--- config.mk ---
export PLATFORM = sky130hd
export DESIGN_NAME = evt_irq_hub
export DESIGN_NICKNAME = d
export VERILOG_FILES = /design/src/rtl/evt_irq_pkg.sv /design/src/rtl/evt_flag_bank.sv /design/src/rtl/evt_ovf_counter.sv /design/src/rtl/evt_irq_drive.sv /design/src/rtl/evt_irq_hub.sv
export SDC_FILE = /design/constraint.sdc
export NUM_CORES = 1
export LEC_CHECK = 0
export ABC_CLOCK_PERIOD_IN_PS = 2400
export BUFFER_PORTS_ARGS = -buffer_cell sky130_fd_sc_hd__buf_2
export CORE_MARGIN = 5
export CORE_UTILIZATION = 46
export DETAILED_ROUTE_END_ITERATION = 7
export GPL_TIMING_DRIVEN = 0
export MAX_ROUTING_LAYER = met4
export PLACE_DENSITY = 0.74
export SLEW_MARGIN = 20
export SYNTH_ARGS = -nofsm -noshare
export SYNTH_HDL_FRONTEND = slang
export SYNTH_HIERARCHICAL = 1
export SYNTH_SLANG_ARGS = --single-unit
export TNS_END_PERCENT = 50
--- constraint.sdc ---
create_clock -name clk -period 2.4 [get_ports clk]
set_input_delay 0.72 -clock clk [delete_from_list [all_inputs] [get_ports clk]]
set_output_delay 0.72 -clock clk [all_outputs]
set_load 0.01 [all_outputs]
--- src/rtl/evt_irq_pkg.sv ---
package evt_irq_pkg;
   localparam int ADDR_W = 8;
   typedef logic [ADDR_W-1:0] addr_t;

   // Register addresses
   localparam addr_t A_NSTAT = 8'h01;
   localparam addr_t A_ROVF  = 8'h07;
   localparam addr_t A_STAT  = 8'hFE;
   localparam addr_t A_MASK  = 8'hFF;

   // Status bit positions
   localparam int ST_RX    = 0;
   localparam int ST_TX    = 1;
   localparam int ST_ROV   = 2;
   localparam int ST_CNTOV = 3;
   localparam int ST_N     = 4;

   // Network status: transmit slot flags
   localparam int NS_TX1 = 2;
   localparam int NS_TX2 = 3;
   localparam int NS_N   = 2;
endpackage

--- src/rtl/evt_flag_bank.sv ---
module evt_flag_bank #(
   parameter int N         = 4,
   parameter bit CLR_ON_RD = 1'b0
) (
   input  logic         clk,
   input  logic         rst_n,
   input  logic [N-1:0] set_i,
   input  logic [N-1:0] wr_clr_i,
   input  logic         rd_clr_i,
   output logic [N-1:0] q_o
);
   generate
      if (N < 1) begin : g_bad_n
         $error("evt_flag_bank: N must be at least 1");
      end
   endgenerate

   logic rd_clr_en;
   assign rd_clr_en = rd_clr_i & CLR_ON_RD;

   for (genvar i = 0; i < N; i++) begin : g_bit
      logic clr;
      assign clr = wr_clr_i[i] | rd_clr_en;
      always_ff @(posedge clk or negedge rst_n) begin
         if (!rst_n) q_o[i] <= 1'b0;
         else        q_o[i] <= set_i[i] | (q_o[i] & ~clr);
      end
   end
endmodule

--- src/rtl/evt_ovf_counter.sv ---
module evt_ovf_counter #(
   parameter int CNT_W = 7
) (
   input  logic             clk,
   input  logic             rst_n,
   input  logic             inc_i,
   input  logic             rd_clr_i,
   output logic [CNT_W-1:0] count_o,
   output logic             flag_o,
   output logic             wrap_o
);
   localparam logic [CNT_W-1:0] CNT_MAX = '1;
   localparam logic [CNT_W-1:0] CNT_ONE = CNT_W'(1);

   generate
      if (CNT_W < 1) begin : g_bad_w
         $error("evt_ovf_counter: CNT_W must be at least 1");
      end
   endgenerate

   logic [CNT_W-1:0] base;
   logic [CNT_W-1:0] count_d;
   logic             flag_d;

   always_comb begin
      base    = rd_clr_i ? '0 : count_o;
      wrap_o  = inc_i & ~rd_clr_i & (count_o == CNT_MAX);
      count_d = inc_i ? base + CNT_ONE : base;
      flag_d  = (flag_o & ~rd_clr_i) | wrap_o;
   end

   always_ff @(posedge clk or negedge rst_n) begin
      if (!rst_n) begin
         count_o <= '0;
         flag_o  <= 1'b0;
      end else begin
         count_o <= count_d;
         flag_o  <= flag_d;
      end
   end
endmodule

--- src/rtl/evt_irq_drive.sv ---
module evt_irq_drive #(
   parameter int N       = 4,
   parameter bit IRQ_LOW = 1'b0
) (
   input  logic [N-1:0] stat_i,
   input  logic [N-1:0] mask_i,
   output logic         irq_o
);
   logic pending;
   assign pending = |(stat_i & mask_i);

   generate
      if (IRQ_LOW) begin : g_active_low
         assign irq_o = ~pending;
      end else begin : g_active_high
         assign irq_o = pending;
      end
   endgenerate
endmodule

--- src/rtl/evt_irq_hub.sv ---
module evt_irq_hub
   import evt_irq_pkg::*;
#(
   parameter int DATA_W  = 8,
   parameter int CNT_W   = 7,
   parameter bit IRQ_LOW = 1'b0
) (
   input  logic              clk,
   input  logic              rst_n,
   input  logic              ev_rx_done,
   input  logic              ev_tx_done,
   input  logic              ev_rx_ovf,
   input  logic              ev_tx1_done,
   input  logic              ev_tx2_done,
   input  logic              host_wr,
   input  logic              host_rd,
   input  logic [ADDR_W-1:0] host_addr,
   input  logic [DATA_W-1:0] host_wdata,
   output logic [DATA_W-1:0] host_rdata,
   output logic              irq
);
   generate
      if (CNT_W + 1 > DATA_W) begin : g_bad_cnt
         $error("evt_irq_hub: count plus flag must fit in DATA_W");
      end
      if (ST_N > DATA_W || NS_TX2 >= DATA_W) begin : g_bad_data
         $error("evt_irq_hub: DATA_W too narrow for status fields");
      end
   endgenerate

   // Address decode
   logic hit_stat, hit_mask, hit_rovf, hit_nstat;
   assign hit_stat  = (host_addr == A_STAT);
   assign hit_mask  = (host_addr == A_MASK);
   assign hit_rovf  = (host_addr == A_ROVF);
   assign hit_nstat = (host_addr == A_NSTAT);

   // Overflow counter
   logic [CNT_W-1:0] roc_count;
   logic             roc_flag;
   logic             roc_wrap;

   evt_ovf_counter #(.CNT_W(CNT_W)) u_roc (
      .clk      (clk),
      .rst_n    (rst_n),
      .inc_i    (ev_rx_ovf),
      .rd_clr_i (host_rd & hit_rovf),
      .count_o  (roc_count),
      .flag_o   (roc_flag),
      .wrap_o   (roc_wrap)
   );

   // Interrupt status bank (write-1-to-clear only)
   logic [ST_N-1:0] stat_q;
   logic [ST_N-1:0] stat_set;
   logic [ST_N-1:0] stat_wclr;

   always_comb begin
      stat_set           = '0;
      stat_set[ST_RX]    = ev_rx_done;
      stat_set[ST_TX]    = ev_tx_done;
      stat_set[ST_ROV]   = ev_rx_ovf;
      stat_set[ST_CNTOV] = roc_wrap;
      stat_wclr          = (host_wr && hit_stat) ? host_wdata[ST_N-1:0] : '0;
   end

   evt_flag_bank #(.N(ST_N), .CLR_ON_RD(1'b0)) u_stat (
      .clk      (clk),
      .rst_n    (rst_n),
      .set_i    (stat_set),
      .wr_clr_i (stat_wclr),
      .rd_clr_i (1'b0),
      .q_o      (stat_q)
   );

   // Transmit slot flags (read-clear and write-1-to-clear)
   logic [NS_N-1:0] ns_q;
   logic [NS_N-1:0] ns_wclr;

   assign ns_wclr = (host_wr && hit_nstat) ? host_wdata[NS_TX2:NS_TX1] : '0;

   evt_flag_bank #(.N(NS_N), .CLR_ON_RD(1'b1)) u_nstat (
      .clk      (clk),
      .rst_n    (rst_n),
      .set_i    ({ev_tx2_done, ev_tx1_done}),
      .wr_clr_i (ns_wclr),
      .rd_clr_i (host_rd & hit_nstat),
      .q_o      (ns_q)
   );

   // Mask register
   logic [DATA_W-1:0] mask_q;
   always_ff @(posedge clk or negedge rst_n) begin
      if (!rst_n)                   mask_q <= '0;
      else if (host_wr && hit_mask) mask_q <= host_wdata;
   end

   // Interrupt output
   evt_irq_drive #(.N(ST_N), .IRQ_LOW(IRQ_LOW)) u_irq (
      .stat_i (stat_q),
      .mask_i (mask_q[ST_N-1:0]),
      .irq_o  (irq)
   );

   // Read mux
   always_comb begin
      host_rdata = '0;
      if (hit_stat) begin
         host_rdata[ST_N-1:0] = stat_q;
      end else if (hit_mask) begin
         host_rdata = mask_q;
      end else if (hit_rovf) begin
         host_rdata[CNT_W-1:0] = roc_count;
         host_rdata[CNT_W]     = roc_flag;
      end else if (hit_nstat) begin
         host_rdata[NS_TX2:NS_TX1] = ns_q;
      end
   end
endmodule

Word-level counts from Yosys, hierarchy flattened --
Cells that the tools add are included.
Word-level totals: register bits 22, bits of input ports 25, output and inout bits 9, logic and storage cells 58
Operators by class: eq/ne operators 5, bitwise operators 28, mux-type cells 11, reduce and logical (&&, ||, !) cells 4, $add $sub $neg 1
Operators by type and width (number):
- $eq 8x8->1 const B | 2
- $mux 4 | 4
- $mux 7 | 2
- $and 1x1->1 | 11
- $or 1x1->1 | 9
- $eq 8x1->1 const B | 1
- $eq 8x3->1 const B | 1
- $mux 2 | 4
- $mux 8 | 1
- $add 7x1->7 const B | 1
- $eq 7x7->1 const B | 1
- $not 1->1 | 7
- $and 4x4->4 | 1
- $reduce_or 4->1 | 1
- $logic_and 1x1->1 | 3

Longest topological paths before layout --
Gate-level depths: netlist of the first run.
word-level depth 7, gate-level depth with buffers 10, depth with buffers taken out 9

Cells and area by module --
Netlist of the first run, hierarchy kept.
Modules (own cells, without submodules):
- evt_irq_hub | times used 1, sequential area each 200.2 µm², area an instance 621.8 µm², cells each 57
- evt_ovf_counter | times used 1, sequential area each 200.2 µm², area an instance 382.9 µm², cells each 39
- evt_flag_bank at u_stat | times used 1, sequential area each 100.1 µm², area an instance 145.1 µm², cells each 12
- evt_flag_bank at u_nstat | times used 1, sequential area each 50.0 µm², area an instance 72.6 µm², cells each 6
- evt_irq_drive | times used 1, sequential area each 0.0 µm², area an instance 18.8 µm², cells each 3

Least setup slack after synthesis of the first run --
Ideal clock, no wire load.
path kind input-to-reg, start in host_addr[5], end reg u_roc.count_o[4], required time 2.279 ns, setup time 0.121 ns, path slack -0.238 ns, stages 10, arrival 2.517 ns, buffers on the path 1, cell sequence or4b_4 nor4_4 and2_1 clkbuf_2 nand2b_1 inv_1 ha_1 nand4_1 xor2_1 nor2_1
On the way: cells in the longest elaborated chain, start to end 5
RTL lines:
- start: declaration | RTL line evt_irq_hub.sv:17 | input logic [ADDR_W-1:0] host_addr,
- $eq 8x3->1 (*) | RTL line evt_irq_hub.sv:35 | assign hit_rovf = (host_addr == A_ROVF);
- $and 1x1->1 (*) | RTL line evt_irq_hub.sv:47 | .rd_clr_i (host_rd & hit_rovf),
- $mux 7 (*) | RTL line evt_ovf_counter.sv:26 | base = rd_clr_i ? '0 : count_o;
- $add 7x1->7 | RTL line evt_ovf_counter.sv:28 | count_d = inc_i ? base + CNT_ONE : base;
- $mux 7 (*) | RTL line evt_ovf_counter.sv:28
- named net u_roc.count_d[4] | RTL line evt_ovf_counter.sv:22 | logic [CNT_W-1:0] count_d;
- end signal: assignment | RTL line evt_ovf_counter.sv:37 | count_o <= count_d;
- end: declaration | RTL line evt_ovf_counter.sv:8 | output logic [CNT_W-1:0] count_o,
The timed path passes the listed nets; every way through them passes the cells marked *. A chain may end at the register's enable or synchronous reset.

Final worst setup path of the first run --
start in host_addr[7], end out host_rdata[3]
On the way: cells in the longest elaborated chain, start to end 5, elaborated cells between the ends (all ways) 8, those cells by class eq/ne: 4; mux: 4
RTL lines:
- $eq 8x1->1 | RTL line evt_irq_hub.sv:36 | assign hit_nstat = (host_addr == A_NSTAT);
- $mux 2 | RTL line evt_irq_hub.sv:115 | end else if (hit_nstat) begin
- $mux 2 | RTL line evt_irq_hub.sv:112 | end else if (hit_rovf) begin
- $mux 8 | RTL line evt_irq_hub.sv:110 | end else if (hit_mask) begin
- $mux 4 (*) | RTL line evt_irq_hub.sv:108 | if (hit_stat) begin
- end: declaration | RTL line evt_irq_hub.sv:19 | output logic [DATA_W-1:0] host_rdata,
Every way passes the cells marked *; elsewhere a longest branch is shown, timed or not.

==> results list, run 1 <==
* Number of violations of the max-capacitance limit: 0
* Area growth from synthesis to layout: 34.5%
* Maximum fanout count along the critical path: 3
- Across all layers, the routed design uses 1101 vias.
- Period utilisation layout: 116%
- Nets: between 150 and 200
- Via density per instance: 5.86
* Detailed-router iteration count before antenna repair: 4
* Sum of overflow across all layers after global routing: 0
- The number of pins with negative max-slew slack in the final report came to 0.
* P per Cell Area: ~550 nW/um^2
- Total I/O pin count: 34
- Power share of the combinational group: about a quarter
- The final reports fail on setup timing.
- For the pin with the worst max-slew slack, the measured transition is 494 ps.
- Sequential group share of total power: 55.8%
- Clock slew at the register clock pins of the worst setup and hold paths: 110 ps
* Critical path data arrival time: 2060 ps
- CP Cell Sequence: buf_6, or4b_4, buf_4, a2111oi_4, o32a_1, buf_2
- Ant diodes: 0
* RSZ-0062 raised after global routing: true
- Crit end category: primary output
- CTS Root Cell: clkbuf_4
* Max Clock Skew: between 2 and 3 ps
- In the routed design, unresolved DRC markers number 0.
- The floorplan step set the die height to 61.9 um.
* Switch share: about a third
- Floorplan die width: 61.9 um
- Floorplan die area: about 3800 sq um
- Critical path required time: around 1700 ps
* Maximum number of pins on one net before global-route repair: 23
- CTS tree: built
* Count of input and output buffers: 33
- Counting every sink on the clock net gives 22.
* Number of buffer and inverter instances along the worst setup path: 3
* Clock network fraction of total power: 17.8%
* Count of hold-fix buffers inserted at cts: 0
- Clock period minus worst slack: about 2800 ps
* Total routing usage reported by global routing: 19.2%
* Rel. slew slack: between 60 and 70%
- Number of CTS-inserted buffers: 3
- Outcome: finished, violations left
- After layout, the worst setup slack is -383 ps.
- Highest attainable clock frequency: 359 MHz
- Internal power: 0.000603 W
- Area of the core region: ~2500 sq um
- The number of global-route vias before repair came to between 1000 and 1500.
* Global-route wire length before repair: 5.20 mm
- Initial core utilization: 49.1%
- In the final timing run, aggregate negative setup slack is -2620 ps.
- Setup violations remaining at the end of the flow were counted as 9.
- Antenna-violating nets left: 0
- Kind of launch point of the worst setup path: input port
- At the later pin of the worst-skew pair, clock insertion delay measures 300 ps.
- The final hold violation count is 0.
- Estimated wirelength of the detail-placed design: 2.29 mm
- Power spent charging and discharging nets: 0.000318 W
- For this block, the initial DRC count from the detailed router was 64.
- Hold/Removal Path Class: input port to async pin
- Routability cong.: 0.896
* Cell area after synthesis: 1240 sq um
* Worst IR Drop VDD: 0.577 mV
- Deepest level of the CTS H-tree: 1
- Maximum root-to-sink buffer count: 2
- Leakage dissipation: 0.744 nW
- Dividing the synthesized area by the synthesized cell count gives about 11 sq um.
- Synth warn: 6
* Slowest CP cell: or4b_4
- Post-synthesis net count: 142
* Largest delay contributor family on the critical path: simple AND/OR/NAND/NOR gates
- Largest stage delay on the critical path: about 570 ps
- After detailed routing, the average wire length per cell comes to about 17 um.
- The number of antenna violations at the first check in global routing is 0.
* Cell count after synthesis: 116
* DRT Wirelength: 3.18 mm
- Category of the most critical setup path: input port to primary output
* Post-route core utilization: 66.0%
- Across all hold checks on the routed design, the worst slack comes to 357 ps.
- Fraction of layout cells with a size suffix above 1: 42.4%
- In this run the core area contains 18 standard-cell rows.
[final cells by class]
type / count / area (sq um)
buffer: 2 / 18.8
fill: 209 / 858
clock buffer: 3 / 22.5
multi-input combinational: 86 / 771
tap: 30 / 37.5
inverter: 6 / 22.5
timing repair buffer: 39 / 241
sequential: 22 / 551
[registers in the layout (all words and copies together) (netlist names)]
name / flops
mask_q: 8
u_roc/count_o: 7
u_stat/q_o: 4
u_nstat/q_o: 2
u_roc/flag_o: 1
[layout by cell type, fill, tap and decap left out, types with 2 or more instances in the layout]
cell / n
a21oi_1: 2
nand2_1: 6
buf_4: 6
and4_1: 2
mux2i_1: 3
o32a_1: 2
buf_2: 28
buf_6: 5
mux2_2: 8
o2bb2ai_4: 2
and4b_1: 4
nor2_1: 7
nand3_1: 3
o21ai_1: 2
nand4_1: 4
or3b_4: 2
clkbuf_4: 3
dfrtp_1: 22
or3_1: 2
a22oi_1: 2
nor2b_1: 4
a2111oi_4: 2
xor2_1: 3
inv_1: 5
nor3_1: 4
a21o_1: 6
a32o_1: 4
[routing by layer]
| metal | part of all wire, % | vias up | GRT usage (%) |
|---|---|---|---|
| li1 | - | 526 | - |
| met1 | 43 | 538 | 22.9 |
| met2 | 50 | 31 | 32.1 |
| met3 | 5.4 | 6 | 3.10 |
| met4 | 1.3 | 0 | 7.58 |
| met5 | 0 | - | - |
[metrics by stage]
stage	cells	power (W)	instance area [sq um]	setup slack, ps
after floorplan	116	0.000637	1270	-154
final	188	0.000920	1660	-383
after detailed placement	179	0.000725	1470	-509
after CTS	186	0.000912	1590	-375
after global routing	188	0.000980	1660	-425
after global placement	179	0.000711	1470	-453
[power by group through the flow]
| stage | registers [W] | clock network, W | logic (W) |
|---|---|---|---|
| 3_5_place_dp | 0.000510 | 0 | 0.000215 |
| 6_report | 0.000514 | 0.000164 | 0.000243 |
| 2_1_floorplan | 0.000485 | 0 | 0.000152 |
| 4_1_cts | 0.000506 | 0.000172 | 0.000235 |
| 3_3_place_gp | 0.000507 | 0 | 0.000204 |
| 5_1_grt | 0.000523 | 0.000186 | 0.000272 |
[repair_timing]
item	CTS	global route
setup endpoints to repair	12	12
pin swaps	7	3
hold endpoints to repair	0	0
gates resized for setup	14	8
buffers inserted	4	2
gates cloned	0	0
[worst paths after layout]
| check | depth (start not counted) | endpoint | slack (ps) | start |
|---|---|---|---|---|
| min in group clk | 1 | u_nstat/q_o[1]$_DFF_PN0_ | 490 | u_nstat/q_o[1]$_DFF_PN0_ |
| min reg2reg | 1 | u_nstat/q_o[1]$_DFF_PN0_ | 490 | u_nstat/q_o[1]$_DFF_PN0_ |
| max reg2reg | 5 | u_roc/count_o[6]$_DFF_PN0_ | 850 | u_roc/count_o[0]$_DFF_PN0_ |
| min | 1 | mask_q[4]$_DFFE_PN0P_ | 360 | rst_n |
| max in group asynchronous | 1 | u_roc/count_o[5]$_DFF_PN0_ | 1710 | rst_n |
| max | 6 | host_rdata[3] | -380 | host_addr[7] |
(Power assumes the default switching activity.)
==> run 2: changes to the inputs <==
ABC_CLOCK_PERIOD_IN_PS = not set   (was 2400)
CORE_UTILIZATION = 55   (was 46)
PLACE_DENSITY = 0.83   (was 0.74)
clock period = 3.6 ns   (was 2.4 ns; I/O delays follow)
==> run 2 against run 1 <==
- the run now ends clean
- wire length is 11% lower
- clock power is 34% lower
- worst setup slack better by 430 ps
- largest power group unchanged
- sequential power is 36% lower
- worst hold slack better by 120 ps
- utilization is 1.9 points higher
- first-iteration DRC count is 30% lower
- register-to-register slack better by 1200 ps
- combinational power is 47% lower
==> results list, run 2 (synthesis results as in run 1) <==
- Outcome: completed
* Critical path data arrival time: 2470 ps (+410 ps)
- The total CTS buffers is 3 (unchanged).
- Ant diodes: 0 (unchanged)
- The remaining global-route overflow is 0 (unchanged).
- In the layout the commonest cells are 33 x buf_2, 22 x dfrtp_1, 8 x mux2_2, 7 x nor2_1, 7 x nand2_1.
- Total I/O pin count: 34 (unchanged)
- The combinational power share is 22.8% (-3.6 points).
- Setup repair after global routing could not meet its margin everywhere.
- The x dimension of the die came to 57.4 um (-7.2%).
- Area of the core region: 2170 sq um (-14%)
* CTS tree: built
* Count of input and output buffers: 33 (unchanged)
- The number of global-route vias before repair was 1108 (-3.1%).
- Maximum root-to-sink buffer count: 2 (unchanged)
- Largest register by flop count: mask_q
- The row count is 17 (-1).
- Clock latency on the worst-skew pair: 310 ps (about the same)
- Power spent charging and discharging nets: 0.000183 W (-43%)
- Critical path required time: 2520 ps (+840 ps)
* Leading registers by flop count: mask_q x8, u_roc/count_o x7, u_stat/q_o x4
* Pins over their slew limit: 0 (unchanged)
- Slew @ Worst Pin: 529 ps (+34.8 ps)
- STA classifies the critical path endpoint as a primary output.
- Register-to-register path setup slack: 2060 ps (+1210 ps)
* Switch share: 32.3% (-2.2 points)
* Antenna-violating nets left: 0 (unchanged)
- The final critical path takes up a little over nine tenths of the cycle.
- The cell count after placement was 177 (-1.1%).
* Worst IR Drop VDD: 0.280 mV (-52%)
- The final-layout fill cell count was 187 (-11%).
- Post-route core utilization: 67.9% (+1.9 points)
- The number of buffers inserted to repair setup after CTS is 0 (-4).
* Highest attainable clock frequency: 281 MHz
* Detailed-router iteration count before antenna repair: 4 (unchanged)
- The maximum fanout encountered on the critical timing path came to 7 (+4).
* DIE HEIGHT: 57.4 um (-7.2%)
- # clock sinks: 22 (unchanged)
- Rel. slew slack: 64.6% (-2.3 points)
- Sequential group share of total power: 58.1% (+2.3 points)
* Deepest level of the CTS H-tree: 1 (unchanged)
* CTS Root Cell: clkbuf_4
* Nets: 180 (-3.2%)
- Internal power: 0.000383 W (-36%)
- DRT Wirelength: 2.82 mm (-11%)
- DR DRC count: 0 (unchanged)
* Floorplan die area: 3300 sq um (-14%)
* Max Clock Skew: 4.10 ps (+1.39 ps)
- The average wire per cell in the routed design came to 15.6 um (-7.5%).
* Maximum number of pins on one net before global-route repair: 23 (unchanged)
- Total routing usage reported by global routing: 19.6% (+0.45 points)
* Leakage dissipation: 0.686 nW (-7.9%)
- DR vias: 1090 (-1.0%)
- Number of violations of the max-capacitance limit: 0 (unchanged)
* Area growth from synthesis to layout: 19.0%
* Final hold vios: 0 (unchanged)
* Global-route wire length before repair: 5.03 mm (-3.2%)
- Flip-flop count of the largest register after layout: 8 (unchanged)
- Kind of launch point of the worst setup path: input port
- Clock slew at the register clock pins of the worst setup and hold paths: 110 ps (about the same)
- The effective utilization at floorplan came to 57.0% (+8.0 points).
- P per Cell Area: 384 nW/um^2 (-31%)
- DRT iter0 DRCs: 45 (-30%)
- Fraction of layout cells with a size suffix above 1: 34.9% (-7.5 points)
- The half-perimeter wire length after placement came to 2.17 mm (-5.2%).
- The worst path needs 3550 ps of the cycle, external delays included.
* Category of the most critical setup path: input port to primary output
* Routability cong.: 0.891 (-0.50%)
- The final standard cell count with taps included and fillers excluded is 180 (-4.3%).
* Number of antenna violations at the first check in global routing: 0 (unchanged)
- The final-report setup violation count was 0 (-9).
- Clock network fraction of total power: 19.2% (+1.4 points)
- Most common cell after layout, fill and taps aside: buf_2
- The average via count per standard cell came to 6.06 (+3.4%).
* Hold/Removal Path Class: register to register
## run 2: final timing paths
path | startpoint | endpoint | depth (start not counted)
min in group asynchronous | rst_n | u_roc/count_o[0]$_DFF_PN0_ | 1
worst max register to register | u_roc/count_o[0]$_DFF_PN0_ | u_roc/count_o[6]$_DFF_PN0_ | 5
worst min-delay path | u_nstat/q_o[0]$_DFF_PN0_ | u_nstat/q_o[0]$_DFF_PN0_ | 1
max in group asynchronous | rst_n | u_roc/count_o[2]$_DFF_PN0_ | 1
worst min register to register | u_nstat/q_o[0]$_DFF_PN0_ | u_nstat/q_o[0]$_DFF_PN0_ | 1
worst max-delay path | host_addr[5] | host_rdata[0] | 5
## run 2: routing by layer
| layer | track usage, % | routed length (um) | share of wire, % |
|---|---|---|---|
| met1 | 23.2 | 1160 | 41 |
| met2 | 33.1 | 1430 | 51 |
| met3 | 4.07 | 191 | 6.8 |
| met4 | 6.29 | 36 | 1.3 |
| met5 | - | 0 | 0 |
## run 2: power by group through the flow
stage	Sequential [W]	Combinational (W)	Clock, W
final	0.000328	0.000129	0.000108
after global routing	0.000337	0.000146	0.000122
after detailed placement	0.000333	0.000127	0
after CTS	0.000328	0.000128	0.000112
after floorplan	0.000320	0.0000835	0
after global placement	0.000331	0.000117	0
## run 2: worst max-delay path, stage by stage
cell and delay (ps):
buf_2 110, or4b_4 580, nor4_4 380, o2bb2ai_1 170
buf_2 150
## run 2: cell type report
class,count,area (sq um),share of cell area (%)
plain buffers,2,8.76,0.595
clock buffers,3,22.5,1.53
inverters,6,22.5,1.53
multi-input cells,86,668,45.4
flip-flops and latches,22,551,37.4
well taps,28,35.0,2.38
repair buffers,33,165,11.2
## run 2: metrics by stage
stage / setup WS (ps) / instance area, sq um / hold slack [ps] / total power (W) / setup TNS [ps]
after CTS: 9.91 / 1460 / 489 / 0.000568 / 0
after global placement: 23.8 / 1440 / 462 / 0.000448 / 0
after floorplan: 358 / 1240 / 442 / 0.000404 / 0
after global routing: -11.4 / 1470 / 507 / 0.000605 / -11.4
after detailed placement: -38.4 / 1440 / 464 / 0.000460 / -38.4
final: 47.4 / 1470 / 481 / 0.000565 / 0
## run 2: timing repair
action / 4_1_cts / 5_1_grt
setup endpoints to repair: 1 / 3
resized for setup: 1 / 3
hold buffers: 0 / 0
==> run 3: changes to the inputs <==
ABC_AREA = 1   (was not set)
CORE_UTILIZATION = 57   (was 55)
PLACE_DENSITY = 0.84   (was 0.83)
==> run 3 against run 2 <==
- critical path depth grew 4
- final cell count grew 48%
- critical endpoint is now host_rdata[4]
- power grew 35%
- fmax grew 15%
- clock skew grew 6.0 ps
- clock power grew 78%
- sequential power grew 6.7%
- flip-flop and latch count is the same
- non-clock buffer count shrank 1
==> results list, run 3 <==
- Cell count after synthesis: 200 (+72%)
- The netlist area before placement was 1420 sq um (+15%).
- STA classifies the critical path endpoint as a primary output.
- The top cell types in the final layout, fill and taps aside, are 66 x nand2_1, 38 x inv_1, 33 x buf_2, 22 x dfrtp_1, 15 x nand3_1.
- Rel. slew slack: 66.9% (+2.3 points)
- DRT Wirelength: 2.88 mm (+2.4%)
- Critical path startpoint: host_addr[4]
- The count of max-cap constraint violations was 0 (unchanged).
- Most common cell after layout, fill and taps aside: nand2_1
- The worst-case reg-to-reg path depth was 8 (+3).
* Hold/Removal Path Class: register to register
- Category of the most critical setup path: input port to primary output
* DR vias: 1289 (+18%)
- Maximum number of pins on one net before global-route repair: 23 (unchanged)
- Area of the core region: 2430 sq um (+12%)
- Global-route wire length before repair: 4.90 mm (-2.6%)
* Avg Inst Size Synth: 7.10 sq um (-33%)
- Setup fix buffers added after clock tree synthesis: 0 (unchanged)
* CTS Root Cell: clkbuf_4
- Clock latency on the worst-skew pair: 310 ps (about the same)
* DRT iter0 DRCs: 70 (+56%)
- Maximum fanout count along the critical path: 6 (-1)
- More flip-flops sit in one register than any other, and that register is mask_q.
* P per Cell Area: 456 nW/um^2 (+19%)
- The number of flip-flops in the largest register came to 8 (unchanged).
* Worst setup margin: 509 ps (+462 ps)
- Estimated wirelength of the detail-placed design: 2.30 mm (+6.0%)
- The register clock-pin slew on the reported worst setup and hold paths was 120 ps (about the same).
- The share of cells above drive strength 1 came to 24.5% (-10 points).
- Post-route non-filler standard cell count: 267 (+48%)
* Outcome: completed
- The signal arrival time at the worst endpoint came to 2010 ps (-460 ps).
* Depth of the worst hold-timing path: 2 (+1)
- The die height came to 59.9 um (+4.3%).
- Via density per instance: 4.83 (-20%)
* Clock period minus worst slack: 3090 ps (-462 ps)
- In this run the most critical hold path is launched from u_nstat/q_o[0]$_DFF_PN0_.
- # clock sinks: 22 (unchanged)
- Slew @ Worst Pin: 497 ps (-32.4 ps)
* Vias in the first global route: 1212 (+9.4%)
* Ant diodes: 0 (unchanged)
- The maximum clock frequency is 324 MHz (+15%).
* CTS tree: built
* Initial core utilization: 58.4% (+1.3 points)
* Kind of launch point of the worst setup path: input port
- Post-Route Setup TNS: 0 ps (unchanged)
- Leakage dissipation: 0.979 nW (+43%)
- Design Area, Final: 1680 sq um (+14%)
- Placement-stage cell area: 1620 sq um (+13%)
* Number of instances in the placed design: 263 (+49%)
- The number of pins with negative max-slew slack in the final report was 0 (unchanged).
- Post-synthesis net count: 226 (+59%)
- Number of placement rows: 18 (+1)
- The x dimension of the die is 59.9 um (+4.3%).
- The number of remaining DRC errors came to 0 (unchanged).
- Count of hold-fix buffers inserted at cts: 0 (unchanged)
- In this run the worst setup path terminates at host_rdata[4].
- Nets: 264 (+47%)
- The worst setup slack before clock tree synthesis is 488 ps (+526 ps).
- Critical path required time: 2520 ps (about the same)
* Beginning of the worst register-to-register path: u_roc/count_o[1]$_DFF_PN0_
* Floorplan die area: 3590 sq um (+8.8%)
- Number of CTS-inserted buffers: 3 (unchanged)
- The reg-to-reg setup timing slack was 2230 ps (+170 ps).
* End of the worst register-to-register path: u_roc/count_o[6]$_DFF_PN0_
- The largest registers in the layout are mask_q x8, u_roc/count_o x7, u_stat/q_o x4.
- Antenna-violating nets left: 0 (unchanged)
* Deepest level of the CTS H-tree: 1 (unchanged)
* Synth warn: 6 (unchanged)
* Post-cts repair resize count: 0 (-1)
- Average routed wire per standard cell: 10.8 um (-31%)
* RSZ-0062 raised after global routing: false
- Total I/O pin count: 34 (unchanged)
* Detailed-router iteration count before antenna repair: 4 (unchanged)
- Worst IR Drop VDD: 0.471 mV (+68%)
* Number of endpoints failing setup at the final stage: 0 (unchanged)
- Total routing usage reported by global routing: 18.3% (-1.3 points)
* Max Clock Skew: 10.1 ps (+6.00 ps)
- The maximum clock insertion buffer count is 2 (unchanged).
- The area growth from synthesis to layout is 18.0%.
* Sum of overflow across all layers after global routing: 0 (unchanged)
* Count of input and output buffers: 33 (unchanged)
* Final hold vios: 0 (unchanged)
* Period utilisation layout: 85.8% (-13 points)
- Routability cong.: 0.801 (-10%)
- Number of antenna violations at the first check in global routing: 0 (unchanged)
-- run 3: worst min-delay path by stage --
stage | to | slack [ps]
6_report | u_nstat/q_o[0]$_DFF_PN0_ | 490
3_5_place_dp | u_nstat/q_o[0]$_DFF_PN0_ | 470
3_3_place_gp | u_nstat/q_o[0]$_DFF_PN0_ | 470
5_1_grt | u_nstat/q_o[0]$_DFF_PN0_ | 530
2_1_floorplan | u_nstat/q_o[0]$_DFF_PN0_ | 440
4_1_cts | u_nstat/q_o[0]$_DFF_PN0_ | 500
-- run 3: critical path, stage by stage --
cell and delay, ps:
buf_2 110, inv_1 50, nand2_1 50, nor2_2 200
nand2_1 130, inv_2 120, nand2_1 60, o21ai_0 70
buf_2 150
-- run 3: metrics by stage --
stage,utilization [%],hold slack [ps],total power (W)
3_5_place_dp,66.7,470,0.000576
5_1_grt,68.9,526,0.000820
6_report,68.9,493,0.000764
4_1_cts,68.9,499,0.000766
3_3_place_gp,66.7,467,0.000568
2_1_floorplan,-,443,0.000514
-- run 3: where the power goes --
group	switching [W]	internal (W)	leakage [nW]
combinational	0.000137	0.0000852	0.700
sequential	0.0000521	0.000298	0.251
clock	0.0000798	0.000113	0.0279
-- run 3: cell type report --
class | instances | area, sq um
Fill cell | 230 | 757
Multi-Input combinational cell | 136 | 709
Sequential cell | 22 | 551
Timing Repair Buffer | 33 | 165
Inverter | 41 | 156
Tap cell | 30 | 37.5
Clock inverter | 1 | 30.0
Clock buffer | 3 | 22.5
Buffer | 1 | 3.75
-- run 3: metal layers --
metal | GRT usage (%) | vias up | part of all wire (%)
met5 | - | - | 0
met4 | 6.96 | 0 | 1.2
met3 | 1.94 | 4 | 5.7
met2 | 29.8 | 27 | 48
met1 | 23.2 | 577 | 45
li1 | - | 681 | -
